===== src/rtl/dma_req_pkg.sv =====
package dma_req_pkg;
  typedef enum logic {FLD_ONE = 1'b0, FLD_TWO = 1'b1} field_e;
endpackage


===== src/rtl/dma_req_thr_scale.sv =====
// Threshold scaling: luma passes through, chroma halves with round-up.
module dma_req_thr_scale #(
  parameter int THR_W = 8
) (
  input  logic [THR_W-1:0] thr_i,
  input  logic             chroma_i,
  output logic [THR_W-1:0] thr_o
);
  logic [THR_W:0] rounded;

  always_comb begin
    rounded = {1'b0, thr_i} + {{THR_W{1'b0}}, thr_i[0]};
    thr_o   = chroma_i ? rounded[THR_W:1] : thr_i;
  end
endmodule


===== src/rtl/dma_req_evt_track.sv =====
// Frame event bookkeeping: which field the next raised and the active event belong to.
module dma_req_evt_track
  import dma_req_pkg::*;
#(
  parameter int CNT_W = 4
) (
  input  logic             clk,
  input  logic             rst_n,
  input  logic [CNT_W-1:0] nevt_f1_i,
  input  logic [CNT_W-1:0] nevt_f2_i,
  input  logic             raise_i,
  input  logic             finish_i,
  output field_e           next_fld_o,
  output field_e           svc_fld_o,
  output logic             can_raise_o
);
  localparam int IW = CNT_W + 1;

  logic [IW-1:0] raised_q, closed_q, total;

  always_comb begin
    total       = {1'b0, nevt_f1_i} + {1'b0, nevt_f2_i};
    next_fld_o  = (raised_q < {1'b0, nevt_f1_i}) ? FLD_ONE : FLD_TWO;
    svc_fld_o   = (closed_q < {1'b0, nevt_f1_i}) ? FLD_ONE : FLD_TWO;
    can_raise_o = raised_q < total;
  end

  always_ff @(posedge clk) begin
    if (!rst_n) begin
      raised_q <= '0;
      closed_q <= '0;
    end else if (finish_i && (closed_q + 1'b1 == total)) begin
      raised_q <= '0;
      closed_q <= '0;
    end else begin
      if (raise_i)  raised_q <= raised_q + 1'b1;
      if (finish_i) closed_q <= closed_q + 1'b1;
    end
  end
endmodule


===== src/rtl/dma_req_svc_cnt.sv =====
// Outgoing data down-counter for the burst in service.
module dma_req_svc_cnt #(
  parameter int THR_W = 8
) (
  input  logic             clk,
  input  logic             rst_n,
  input  logic             start_i,
  input  logic             step_i,
  input  logic [THR_W-1:0] load_i,
  output logic             busy_o,
  output logic             finish_o
);
  logic [THR_W-1:0] left_q;
  logic             busy_q;

  always_comb begin
    finish_o = (start_i && load_i == THR_W'(1)) || (step_i && left_q == THR_W'(1));
    busy_o   = busy_q;
  end

  always_ff @(posedge clk) begin
    if (!rst_n) begin
      busy_q <= 1'b0;
      left_q <= '0;
    end else if (start_i) begin
      busy_q <= (load_i > THR_W'(1));
      left_q <= load_i - 1'b1;
    end else if (step_i) begin
      left_q <= left_q - 1'b1;
      if (left_q == THR_W'(1)) busy_q <= 1'b0;
    end
  end
endmodule


===== src/rtl/dma_req_gen.sv =====
module dma_req_gen
  import dma_req_pkg::*;
#(
  parameter int LVL_W = 10,
  parameter int THR_W = 8,
  parameter int CNT_W = 4
) (
  input  logic             clk,
  input  logic             rst_n,
  input  logic [LVL_W-1:0] fifo_lvl_i,
  input  logic             rd_stb_i,
  input  logic [THR_W-1:0] thr_f1_i,
  input  logic [THR_W-1:0] thr_f2_i,
  input  logic [CNT_W-1:0] nevt_f1_i,
  input  logic [CNT_W-1:0] nevt_f2_i,
  input  logic             chroma_i,
  output logic             req_o,
  output logic             busy_o,
  output logic             done_o,
  output logic             rd_err_o
);
  localparam int SUM_W = THR_W + 1;
  localparam int CW    = ((LVL_W > SUM_W) ? LVL_W : SUM_W) + 1;

  logic [THR_W-1:0] thr_raw [2];
  logic [THR_W-1:0] thr_eff [2];
  logic [THR_W-1:0] t_next, t_svc;
  logic [CW-1:0]    lvl_x, lim_idle, lim_ahead;
  field_e           next_fld, svc_fld;
  logic             can_raise, pend_q, svc_busy, finish;
  logic             raise, start, step;

  assign thr_raw[0] = thr_f1_i;
  assign thr_raw[1] = thr_f2_i;

  for (genvar f = 0; f < 2; f++) begin : g_scale
    dma_req_thr_scale #(.THR_W(THR_W)) u_scale (
      .thr_i(thr_raw[f]), .chroma_i(chroma_i), .thr_o(thr_eff[f]));
  end

  dma_req_evt_track #(.CNT_W(CNT_W)) u_evt (
    .clk(clk), .rst_n(rst_n), .nevt_f1_i(nevt_f1_i), .nevt_f2_i(nevt_f2_i),
    .raise_i(raise), .finish_i(finish), .next_fld_o(next_fld),
    .svc_fld_o(svc_fld), .can_raise_o(can_raise));

  dma_req_svc_cnt #(.THR_W(THR_W)) u_svc (
    .clk(clk), .rst_n(rst_n), .start_i(start), .step_i(step),
    .load_i(t_svc), .busy_o(svc_busy), .finish_o(finish));

  always_comb begin
    t_next    = (next_fld == FLD_ONE) ? thr_eff[0] : thr_eff[1];
    t_svc     = (svc_fld  == FLD_ONE) ? thr_eff[0] : thr_eff[1];
    lvl_x     = CW'(fifo_lvl_i);
    lim_idle  = CW'(t_next);
    lim_ahead = CW'(t_next) + CW'(t_svc);
    raise     = can_raise && !pend_q &&
                (svc_busy ? (lvl_x > lim_ahead) : (lvl_x > lim_idle));
    start     = rd_stb_i && !svc_busy && pend_q;
    step      = rd_stb_i && svc_busy;
  end

  always_ff @(posedge clk) begin
    if (!rst_n) begin
      pend_q   <= 1'b0;
      req_o    <= 1'b0;
      done_o   <= 1'b0;
      rd_err_o <= 1'b0;
    end else begin
      if (raise)      pend_q <= 1'b1;
      else if (start) pend_q <= 1'b0;
      req_o    <= raise;
      done_o   <= finish;
      rd_err_o <= rd_stb_i && !svc_busy && !pend_q;
    end
  end

  assign busy_o = svc_busy;
endmodule


===== config.mk =====
export PLATFORM = sky130hd
export DESIGN_NAME = dma_req_gen
export DESIGN_NICKNAME = d
export VERILOG_FILES = /design/src/rtl/dma_req_pkg.sv /design/src/rtl/dma_req_thr_scale.sv /design/src/rtl/dma_req_evt_track.sv /design/src/rtl/dma_req_svc_cnt.sv /design/src/rtl/dma_req_gen.sv
export SDC_FILE = /design/constraint.sdc
export NUM_CORES = 1
export LEC_CHECK = 0
export ABC_AREA = 0
export BUFFER_PORTS_ARGS = -buffer_cell sky130_fd_sc_hd__buf_2
export CAP_MARGIN = 20
export CORE_ASPECT_RATIO = 0.5
export CORE_UTILIZATION = 30
export CTS_BUF_LIST = sky130_fd_sc_hd__clkbuf_2 sky130_fd_sc_hd__clkbuf_4 sky130_fd_sc_hd__clkbuf_8
export CTS_CLUSTER_SIZE = 28
export DETAILED_ROUTE_END_ITERATION = 8
export SLEW_MARGIN = 10
export SYNTH_ARGS = -nofsm -noshare
export SYNTH_HDL_FRONTEND = slang
export SYNTH_SLANG_ARGS = --single-unit

===== constraint.sdc =====
create_clock -name clk -period 6.6 [get_ports clk]
set_input_delay 0 -clock clk [delete_from_list [all_inputs] [get_ports clk]]
set_output_delay 0 -clock clk [all_outputs]
set_load 0.005 [all_outputs]

==> results of run 1 <==
per-stage QoR:
stage / hold WS (ns) / power, uW
after global placement: 0.336 / 693
after CTS: 0.0558 / 787
after global routing: 0.0751 / 868
final: 0.0517 / 780
after floorplan: 0.138 / 580
after detailed placement: 0.338 / 695
flip-flops by register name (all words and copies together) (netlist names):
name and cells:
u_evt.raised_q 5, u_evt.closed_q 5, done_o 1, u_svc.left_q 8
rd_err_o 1, u_svc.busy_o 1, pend_q 1, req_o 1
final cells by class:
| class | instances | area (sq um) | area share [%] |
|---|---|---|---|
| clock buffer | 3 | 41.3 | 1.13 |
| clock inverter | 1 | 5.00 | 0.137 |
| multi-input combinational | 334 | 2640 | 72.0 |
| sequential | 23 | 460 | 12.6 |
| inverter | 32 | 120 | 3.28 |
| timing repair buffer | 43 | 220 | 6.02 |
| tap | 140 | 175 | 4.79 |
worst max-delay path: cells and delay by family (launching register included):
| family | cells | cell delay, ns |
|---|---|---|
| AOI/OAI and AO/OA | 9 | 2.38 |
| xor gates and xnor gates | 2 | 0.26 |
| adders and majority gates | 3 | 0.79 |
| DFF | 1 | 0.46 |
| muxes | 1 | 0.50 |
| and+or+nand+nor | 4 | 0.59 |
Yosys cell counts, types with 3 or more instances:
cell type,n,share of area [%]
ha_1,46,17
inv_1,31,3.5
nor2_1,31,3.5
a21oi_1,30,4.6
xnor2_1,29,7.7
dfxtp_1,23,14
nand2_1,19,2.2
o21ai_0,15,2.3
nand3_1,14,2.1
a21o_1,13,3.0
xor2_1,10,2.7
nor3_1,7,1.1
a31oi_1,6,1.1
mux2i_1,6,1.8
nor4_1,6,1.1
o21ai_1,6,0.91
a211oi_2,5,1.9
nand2b_1,5,0.95
o22ai_1,5,0.95
a211oi_1,4,0.91
mux2_2,4,1.4
o21a_1,4,0.91
o31ai_1,4,0.91
and2_1,3,0.57
and4_1,3,0.80
clkbuf_1,3,0.34
nand4_1,3,0.57
nor3_2,3,0.91
final timing paths:
| check | cells past startpoint | endpoint | slack [ns] | startpoint |
|---|---|---|---|---|
| hold reg to reg | 1 | rd_err_o | 0.52 | pend_q |
| hold / removal | 3 | rd_err_o | 0.05 | rd_stb_i |
| setup / recovery | 19 | u_evt.raised_q[4] | 1.52 | u_evt.closed_q[2] |
| setup reg to reg | 19 | u_evt.raised_q[4] | 1.52 | u_evt.closed_q[2] |
routing by layer:
metal | vias to the layer above | routed length (microns)
li1 | 1544 | -
met1 | 1342 | 3860
met2 | 39 | 3380
met3 | 4 | 242
met4 | 0 | 60
met5 | - | 0
power breakdown:
part	total [uW]	internal [uW]	leakage, uW	switching, uW
Combinational	496	231	0.00136	265
Clock	87.9	42.1	0.0000255	45.8
Sequential	196	165	0.000188	31.6
Total	780	438	0.00157	342
cell families after synthesis:
group           count (synthesis)  share of synthesized area, %
mux                            14                          5.92
simple gates                  115                          19.8
buf+inv                        42                          6.04
compound gates                119                          25.8
xor+xnor                       39                          10.4
flops                          23                          14.0
fa+ha+maj                      47                          18.1
==> impl_metrics.env, run 1 <==
export IMPL_fmax_mhz=197
export IMPL_postLayoutCoreUtil_pct=35.0
export IMPL_ir_worst_vdd_mv=0.0749
export IMPL_syn_inst=399
export IMPL_clk_latency_ns=0.26
export IMPL_maxCapViolCount=0
export IMPL_hp_class="in -> reg"
export IMPL_path_cells="ha_1 -> o21ai_0 -> o21ai_4 -> mux4_2 -> ha_1 -> o311ai_0 -> a31oi_1 -> o21bai_1 -> nand2_1 -> xnor2_1 -> ha_1 -> and4_1 -> a221oi_1 -> o21ai_0 -> o21ai_0 -> a221o_1 -> nor3_2 -> xnor2_1 -> nor2_1"
export IMPL_layout_common_cells="ha_1 (46), buf_2 (41), inv_1 (31), nor2_1 (31), a21oi_1 (30)"
export IMPL_grtUsageMet1_pct=19.6
export IMPL_hpwlAfterDp_mm=6.30
export IMPL_drv_slew=0
export IMPL_port_buffers=41
export IMPL_fin_skew_ns=0.00224
export IMPL_firstDrtPassIters=4
export IMPL_rows=26
export IMPL_postLayoutCellArea_sq_mm=0.00366
export IMPL_initial_core_util_pct=31.5
export IMPL_first_iter_violations=141
export IMPL_startpoint_type="register"
export IMPL_gp_congestion=0.805
export IMPL_grt_util_met3_pct=0.898
export IMPL_rsz0062_at_grt="false"
export IMPL_slowest_delay_ns=0.53
export IMPL_antenna_left=0
export IMPL_final_common_cell="ha_1"
export IMPL_avgRoutedWirePerCell_microns=13.1
export IMPL_layout_nets=522
export IMPL_coreArea_sq_mm=0.0104
export IMPL_grt_pass1_vias=2820
export IMPL_antenna_found_initial=0
export IMPL_relSlewSlack_pct=59.6
export IMPL_avgViaCountPerCell=5.09
export IMPL_yosys_warnings=0
export IMPL_cp_required_ns=6.76
export IMPL_n_antenna_cell=0
export IMPL_cts_tree="done"
export IMPL_critPathCaptureType="register"
export IMPL_fp_dieW_microns=150
export IMPL_numCtsBuffers=3
export IMPL_cellLeakagePower_uw=0.00157
export IMPL_use_met2_pct=23.7
export IMPL_ys_seq_area_share_pct=14.0
export IMPL_worstPathArrival_ns=5.24
export IMPL_grt_overflow=0
export IMPL_path_max_fanout=16
export IMPL_fillers=1087
export IMPL_ys_flop_type="dfxtp_1"
export IMPL_grtUsageTotal_pct=14.1
export IMPL_postCtsHoldBufs=0
export IMPL_area_growth_pct=11.0
export IMPL_critPathKind="reg -> reg"
export IMPL_finalCritPeriodShare_pct=76.9
export IMPL_critPathSlowestCell="o21ai_4"
export IMPL_drc=0
export IMPL_io_pins=42
export IMPL_grt_busiest_layer="met2"
export IMPL_clock_sinks=23
export IMPL_period_minus_slack_ns=5.08
export IMPL_grt_max_degree=27
export IMPL_totalWireLength_mm=7.54
export IMPL_netlist_area_sq_mm=0.00329
export IMPL_synth_edf_count=0
export IMPL_cts_resized=0
export IMPL_root_buffer="clkbuf_8"
export IMPL_drive_above_1_share_pct=19.5
export IMPL_ys_ff_latch=23
export IMPL_ys_types=77
export IMPL_fin_tns_setup_ns=0
export IMPL_dieArea_sq_mm=0.0114
export IMPL_synth_async_reset_ratio_pct=0
export IMPL_via_count=2929
export IMPL_status="complete, no violations"
export IMPL_clk_pin_slew_ns=0.08
export IMPL_postPlaceCellArea_sq_mm=0.00361
export IMPL_synthesis_nets=484
export IMPL_power_density_mw_per_mm2=213
export IMPL_grt_first_pass_wirelength_mm=13.3
export IMPL_max_clock_path_buffers=2
export IMPL_post_cts_buffers=0
export IMPL_finalNonFillerCells=576
export IMPL_synth_area_per_cell_sq_um=8.26
export IMPL_setup_viol=0
export IMPL_place_worst_setup_slack_ns=1.57
export IMPL_hold_viol=0
export IMPL_die_h_microns=76.1
export IMPL_worst_slew_pin_slew_ns=0.601
export IMPL_cts_max_level=1
export IMPL_place_inst=572
export IMPL_timing_final_ws_setup_ns=1.52
Power figures use the tool's default switching activity.
==> run 2: changes to the inputs <==
==> constraint.sdc (replaced) <==
create_clock -name clk -period 4.6 [get_ports clk]
set_input_delay 0 -clock clk [delete_from_list [all_inputs] [get_ports clk]]
set_output_delay 0 -clock clk [all_outputs]
set_load 0.005 [all_outputs]
==> impl_metrics.env, run 2 (same netlist as run 1, synthesis figures left out) <==
export IMPL_startpoint_type="register"
export IMPL_layout_common_cells="ha_1 (45), buf_2 (41), inv_1 (31), nor2_1 (31)"
export IMPL_initial_core_util_pct=31.5
export IMPL_final_common_cell="ha_1"
export IMPL_critPathSlowestCell="or3_1"
export IMPL_fp_dieW_microns=150
export IMPL_antenna_left=0
export IMPL_regArea_sq_um=460
export IMPL_root_buffer="clkbuf_8"
export IMPL_maxCapViolCount=0
export IMPL_area_growth_pct=15.3
export IMPL_fin_skew_ns=0.00768
export IMPL_layout_nets=536
export IMPL_worstPathArrival_ns=4.49
export IMPL_finalCritPeriodShare_pct=93.8
export IMPL_avgViaCountPerCell=5.05
export IMPL_cellLeakagePower_uw=0.00165
export IMPL_hp_class="in -> reg"
export IMPL_hpwlAfterDp_mm=6.63
export IMPL_fillers=1103
export IMPL_clock_sinks=23
export IMPL_max_clock_path_buffers=2
export IMPL_grt_max_degree=27
export IMPL_critPathKind="reg -> reg"
export IMPL_die_h_microns=76.1
export IMPL_cp_num_buf_inv=3
export IMPL_crit_family="compound AO/OA/AOI/OAI gates"
export IMPL_critPathCaptureType="register"
export IMPL_crit_top_cell="buf_4"
export IMPL_cp_required_ns=4.77
export IMPL_multi_input_comb_area_sq_mm=0.00267
export IMPL_largest_reg_flops=8
export IMPL_path_max_fanout=7
export IMPL_io_pins=42
export IMPL_dieArea_sq_mm=0.0114
export IMPL_reg_largest_list="u_svc.left_q: 8 flops, u_evt.closed_q: 5 flops, u_evt.raised_q: 5 flops"
export IMPL_worst_slew_pin_slew_ns=0.652
export IMPL_drv_slew=0
export IMPL_cts_max_level=1
export IMPL_path_cells="ha_1 -> or2_1 -> a211oi_2 -> a21oi_1 -> buf_4 -> mux4_2 -> ha_2 -> a21oi_1 -> or3_1 -> a31oi_2 -> o21bai_1 -> buf_4 -> a31oi_2 -> xnor2_1 -> ha_1 -> a21o_1 -> a211oi_2 -> o21ai_1 -> o21ai_1 -> a221o_2 -> buf_4 -> xor2_1 -> nor2_1"
export IMPL_firstDrtPassIters=4
export IMPL_n_antenna_cell=0
export IMPL_drc=0
export IMPL_drive_above_1_share_pct=23.6
export IMPL_hold_viol=0
export IMPL_setup_viol=0
export IMPL_slowest_delay_ns=0.34
export IMPL_antenna_found_initial=0
export IMPL_coreArea_sq_mm=0.0104
export IMPL_relSlewSlack_pct=56.2
export IMPL_hold_slack_ns=0.0481
export IMPL_fin_tns_setup_ns=0
export IMPL_status="complete, no violations"
export IMPL_regMostFlops="u_svc.left_q"
export IMPL_clk_latency_ns=0.27
export IMPL_period_minus_slack_ns=4.32
export IMPL_first_iter_violations=133
export IMPL_rows=26
export IMPL_port_buffers=41
export IMPL_clk_pin_slew_ns=0.09
export IMPL_numCtsBuffers=3
export IMPL_grt_overflow=0
export IMPL_totalWireLength_mm=7.93
export IMPL_via_count=2977
export IMPL_grtUsageTotal_pct=14.7
export IMPL_grt_pass1_vias=2930
export IMPL_ir_worst_vdd_mv=0.107
export IMPL_grt_first_pass_wirelength_mm=13.9
export IMPL_cts_tree="done"
export IMPL_gp_congestion=0.849
export IMPL_avgRoutedWirePerCell_microns=13.4
export IMPL_power_density_mw_per_mm2=309
export IMPL_fmax_mhz=232
## run 2: cell count changes in the layout (fill, tap and decap cells not counted), moves of 2 or more
cell	change
o21ai_1	+2
a31oi_2	+2
o21ai_0	-2
a31oi_1	-2
buf_4	+14
## run 2: power by group
group          leakage, uW  switching, uW  total, uW  internal, uW
Sequential        0.000188           35.3        272           236
Clock            0.0000262           67.8        136          67.9
Combinational      0.00143            401        765           364
Total              0.00165            505       1170           668
## run 2: per-stage QoR
stage | area (sq um) | worst slack [ns] | power [uW] | util (%) | instances
finish | 3800 | 0.284 | 1170 | 36.4 | 590
global route | 3800 | -0.0349 | 1300 | 36.4 | 590
CTS | 3750 | 0.0184 | 1160 | 35.9 | 588
detailed placement | 3700 | 0.0493 | 1020 | 35.4 | 584
global placement | 3700 | 0.133 | 1010 | 35.4 | 584
floorplan | 3290 | 0.0246 | 832 | - | 399
## run 2: worst reg2reg max path: stages (launching register included)
cell      delay [ns]
dfxtp_1         0.32
ha_1            0.26
or2_1           0.21
a211oi_2        0.21
a21oi_1         0.07
buf_4           0.16
mux4_2          0.22
ha_2            0.20
a21oi_1         0.04
or3_1           0.34
a31oi_2         0.22
o21bai_1        0.12
buf_4           0.14
a31oi_2         0.14
xnor2_1         0.16
ha_1            0.28
a21o_1          0.17
a211oi_2        0.20
o21ai_1         0.08
o21ai_1         0.09
a221o_2         0.27
buf_4           0.14
xor2_1          0.14
nor2_1          0.05
## run 2: path summary, 6_finish.rpt
kind,from,endpoint,slack (ns),cells after the start
max,u_evt.raised_q[2],u_evt.raised_q[0],0.28,23
max reg2reg,u_evt.raised_q[2],u_evt.raised_q[0],0.28,23
min reg2reg,pend_q,rd_err_o,0.52,1
min,rst_n,u_evt.closed_q[1],0.05,3
## run 2: timing repair
item	in CTS	in global routing
resized for setup	0	10
hold buffers	0	0
endpoints found under the hold margin	0	0
endpoints found under the setup margin	0	7
buffers inserted	0	2
## run 2: layout make-up
| class | count | share of cell area, % |
|---|---|---|
| multi-input cells | 334 | 70.2 |
| flip-flops and latches | 23 | 12.1 |
| repair buffers | 57 | 8.57 |
| well taps | 140 | 4.61 |
| inverters | 32 | 3.16 |
| clock buffers | 4 | 1.29 |
## run 2: routing by layer
layer  share of wire [%]  track usage (%)  vias to the layer above
met3                 3.1             1.26                        7
met1                  50             20.5                     1366
met5                   0                0                        -
met4                 1.1             3.74                        0
li1                    -                -                     1569
met2                  45             24.2                       35
==> run 3: changes to the inputs <==
--- a/config.mk
+++ b/config.mk
@@ -9,10 +9,10 @@
 export BUFFER_PORTS_ARGS = -buffer_cell sky130_fd_sc_hd__buf_2
 export CAP_MARGIN = 20
 export CORE_ASPECT_RATIO = 0.5
-export CORE_UTILIZATION = 30
+export CORE_UTILIZATION = 49
 export CTS_BUF_LIST = sky130_fd_sc_hd__clkbuf_2 sky130_fd_sc_hd__clkbuf_4 sky130_fd_sc_hd__clkbuf_8
-export CTS_CLUSTER_SIZE = 28
 export DETAILED_ROUTE_END_ITERATION = 8
+export PLACE_DENSITY = 0.72
 export SLEW_MARGIN = 10
 export SYNTH_ARGS = -nofsm -noshare
 export SYNTH_HDL_FRONTEND = slang
==> impl_metrics.env, run 3 (same netlist as run 1, synthesis figures left out) <==
export IMPL_grt_pass1_vias=2702
export IMPL_totalWireLength_mm=7.48
export IMPL_cts_tree="done"
export IMPL_pwr_share_comb_pct=65.7
export IMPL_hold_slack_ns=0.0475
export IMPL_cts_max_level=1
export IMPL_max_clock_path_buffers=2
export IMPL_maxCapViolCount=0
export IMPL_coreArea_sq_mm=0.00628
export IMPL_avgRoutedWirePerCell_microns=13.9
export IMPL_switchingPower_uw=506
export IMPL_startpoint_type="register"
export IMPL_power_frac_seq_pct=23.2
export IMPL_drc=0
export IMPL_setup_viol=0
export IMPL_avgViaCountPerCell=5.64
export IMPL_first_iter_violations=125
export IMPL_dieArea_sq_mm=0.00708
export IMPL_relSlewSlack_pct=55.9
export IMPL_reg_largest_list="u_svc.left_q: 8 flops, u_evt.closed_q: 5 flops, u_evt.raised_q: 5 flops"
export IMPL_postLayoutCoreUtil_pct=59.1
export IMPL_grt_max_degree=26
export IMPL_postPlaceCellArea_sq_mm=0.00364
export IMPL_status="complete, no violations"
export IMPL_power_share_switching_pct=43.0
export IMPL_regMostFlops="u_svc.left_q"
export IMPL_antenna_found_initial=0
export IMPL_finalCritPeriodShare_pct=93.7
export IMPL_cp_required_ns=4.76
export IMPL_root_buffer="clkbuf_8"
export IMPL_fmax_mhz=232
export IMPL_hold_viol=0
export IMPL_layout_nets=535
export IMPL_fin_skew_ns=0.00193
export IMPL_hp_class="in -> reg"
export IMPL_rows=20
export IMPL_rsz0062_at_grt="false"
export IMPL_grt_first_pass_wirelength_mm=12.5
export IMPL_cellLeakagePower_uw=0.00164
export IMPL_postCtsHoldBufs=0
export IMPL_port_buffers=41
export IMPL_die_h_microns=60.0
export IMPL_clk_latency_ns=0.26
export IMPL_fin_tns_setup_ns=0
export IMPL_hp_start="rst_n"
export IMPL_critPathKind="reg -> reg"
export IMPL_clk_pin_slew_ns=0.08
export IMPL_fp_dieW_microns=118
export IMPL_fillers=610
export IMPL_period_minus_slack_ns=4.31
export IMPL_grtUsageTotal_pct=21.9
export IMPL_critPathCaptureType="register"
export IMPL_numCtsBuffers=3
export IMPL_hpwlAfterDp_mm=6.25
export IMPL_final_common_cell="ha_1"
export IMPL_power_density_mw_per_mm2=317
export IMPL_largest_reg_flops=8
export IMPL_regToRegStartpoint="u_evt.raised_q[2]"
export IMPL_area_growth_pct=12.6
export IMPL_p_int_uw=669
export IMPL_io_pins=42
export IMPL_clock_sinks=23
export IMPL_clkPwrFrac_pct=11.2
export IMPL_worstPathArrival_ns=4.47
export IMPL_cp_startpoint="u_evt.raised_q[2]"
export IMPL_drv_slew=0
export IMPL_n_antenna_cell=0
export IMPL_via_count=3029
export IMPL_initial_core_util_pct=52.5
export IMPL_path_max_fanout=6
export IMPL_layout_common_cells="ha_1 (46), buf_2 (41), inv_1 (31), nor2_1 (31)"
export IMPL_grt_overflow=0
export IMPL_drive_above_1_share_pct=22.7
export IMPL_antenna_left=0
export IMPL_worst_slew_pin_slew_ns=0.655
export IMPL_gp_congestion=0.887
export IMPL_firstDrtPassIters=4
export IMPL_ir_worst_vdd_mv=0.117
export IMPL_postLayoutCellArea_sq_mm=0.00371
[run 3: changes by cell type in the layout (fill, tap and decap cells not counted), moves of 2 or more]
cell | previous run | this run
a31oi_1 | 4 | 6
a31oi_2 | 2 | 0
o21ai_0 | 13 | 15
o21ai_1 | 8 | 6
[run 3: timing repair]
item	in CTS	in global routing
setup buffers	0	1
endpoints found under the setup margin	0	7
gates resized for setup	0	5
[run 3: metal layers]
metal  track usage (%)  routed length (microns)
met1              30.7                     3850
met2              37.6                     3310
met3              2.19                      275
met4              3.30                       55
met5                 0                        0
[run 3: cell type report]
type	instances	area (sq um)	share of cell area, %
Clock buffer	4	48.8	1.31
Inverter	32	120	3.24
Multi-Input combinational cell	334	2650	71.5
Sequential cell	23	460	12.4
Tap cell	88	110	2.97
Timing Repair Buffer	56	318	8.56
[run 3: power groups by stage]
stage | Clock, uW | Sequential, uW | Combinational [uW]
global placement | 0 | 275 | 733
detailed placement | 0 | 276 | 748
finish | 131 | 272 | 771
floorplan | 0 | 271 | 560
CTS | 134 | 272 | 754
global route | 141 | 277 | 866
[run 3: path summary, 6_finish.rpt]
check                                          to  slack (ns)  depth (start not counted)
worst max register to register  u_evt.raised_q[3]        0.29                         20
worst min register to register             pend_q        0.53                          2
worst min-delay path            u_evt.closed_q[1]        0.05                          3
worst max-delay path            u_evt.raised_q[3]        0.29                         20
[run 3: critical path, stage by stage (launching register included)]
cell      delay [ns]
dfxtp_1         0.32
ha_1            0.26
or2_1           0.22
a211oi_2        0.23
a21oi_2         0.09
mux4_2          0.32
ha_1            0.24
o311ai_2        0.31
a31oi_1         0.14
o21bai_1        0.19
nand2_1         0.08
xnor2_1         0.13
ha_1            0.29
and4_1          0.23
a221oi_1        0.09
o21ai_0         0.13
o21ai_0         0.10
a221o_2         0.43
nor3_2          0.20
xnor2_1         0.14
nor2_1          0.05
[run 3: through the flow]
step                      power [uW]  std cells  setup WS, ns
final                           1180        537         0.291
after global routing            1280        537      0.000982
after CTS                       1160        536        0.0795
after detailed placement        1020        532        0.0937
after global placement          1010        532         0.240
after floorplan                  832        399        0.0246
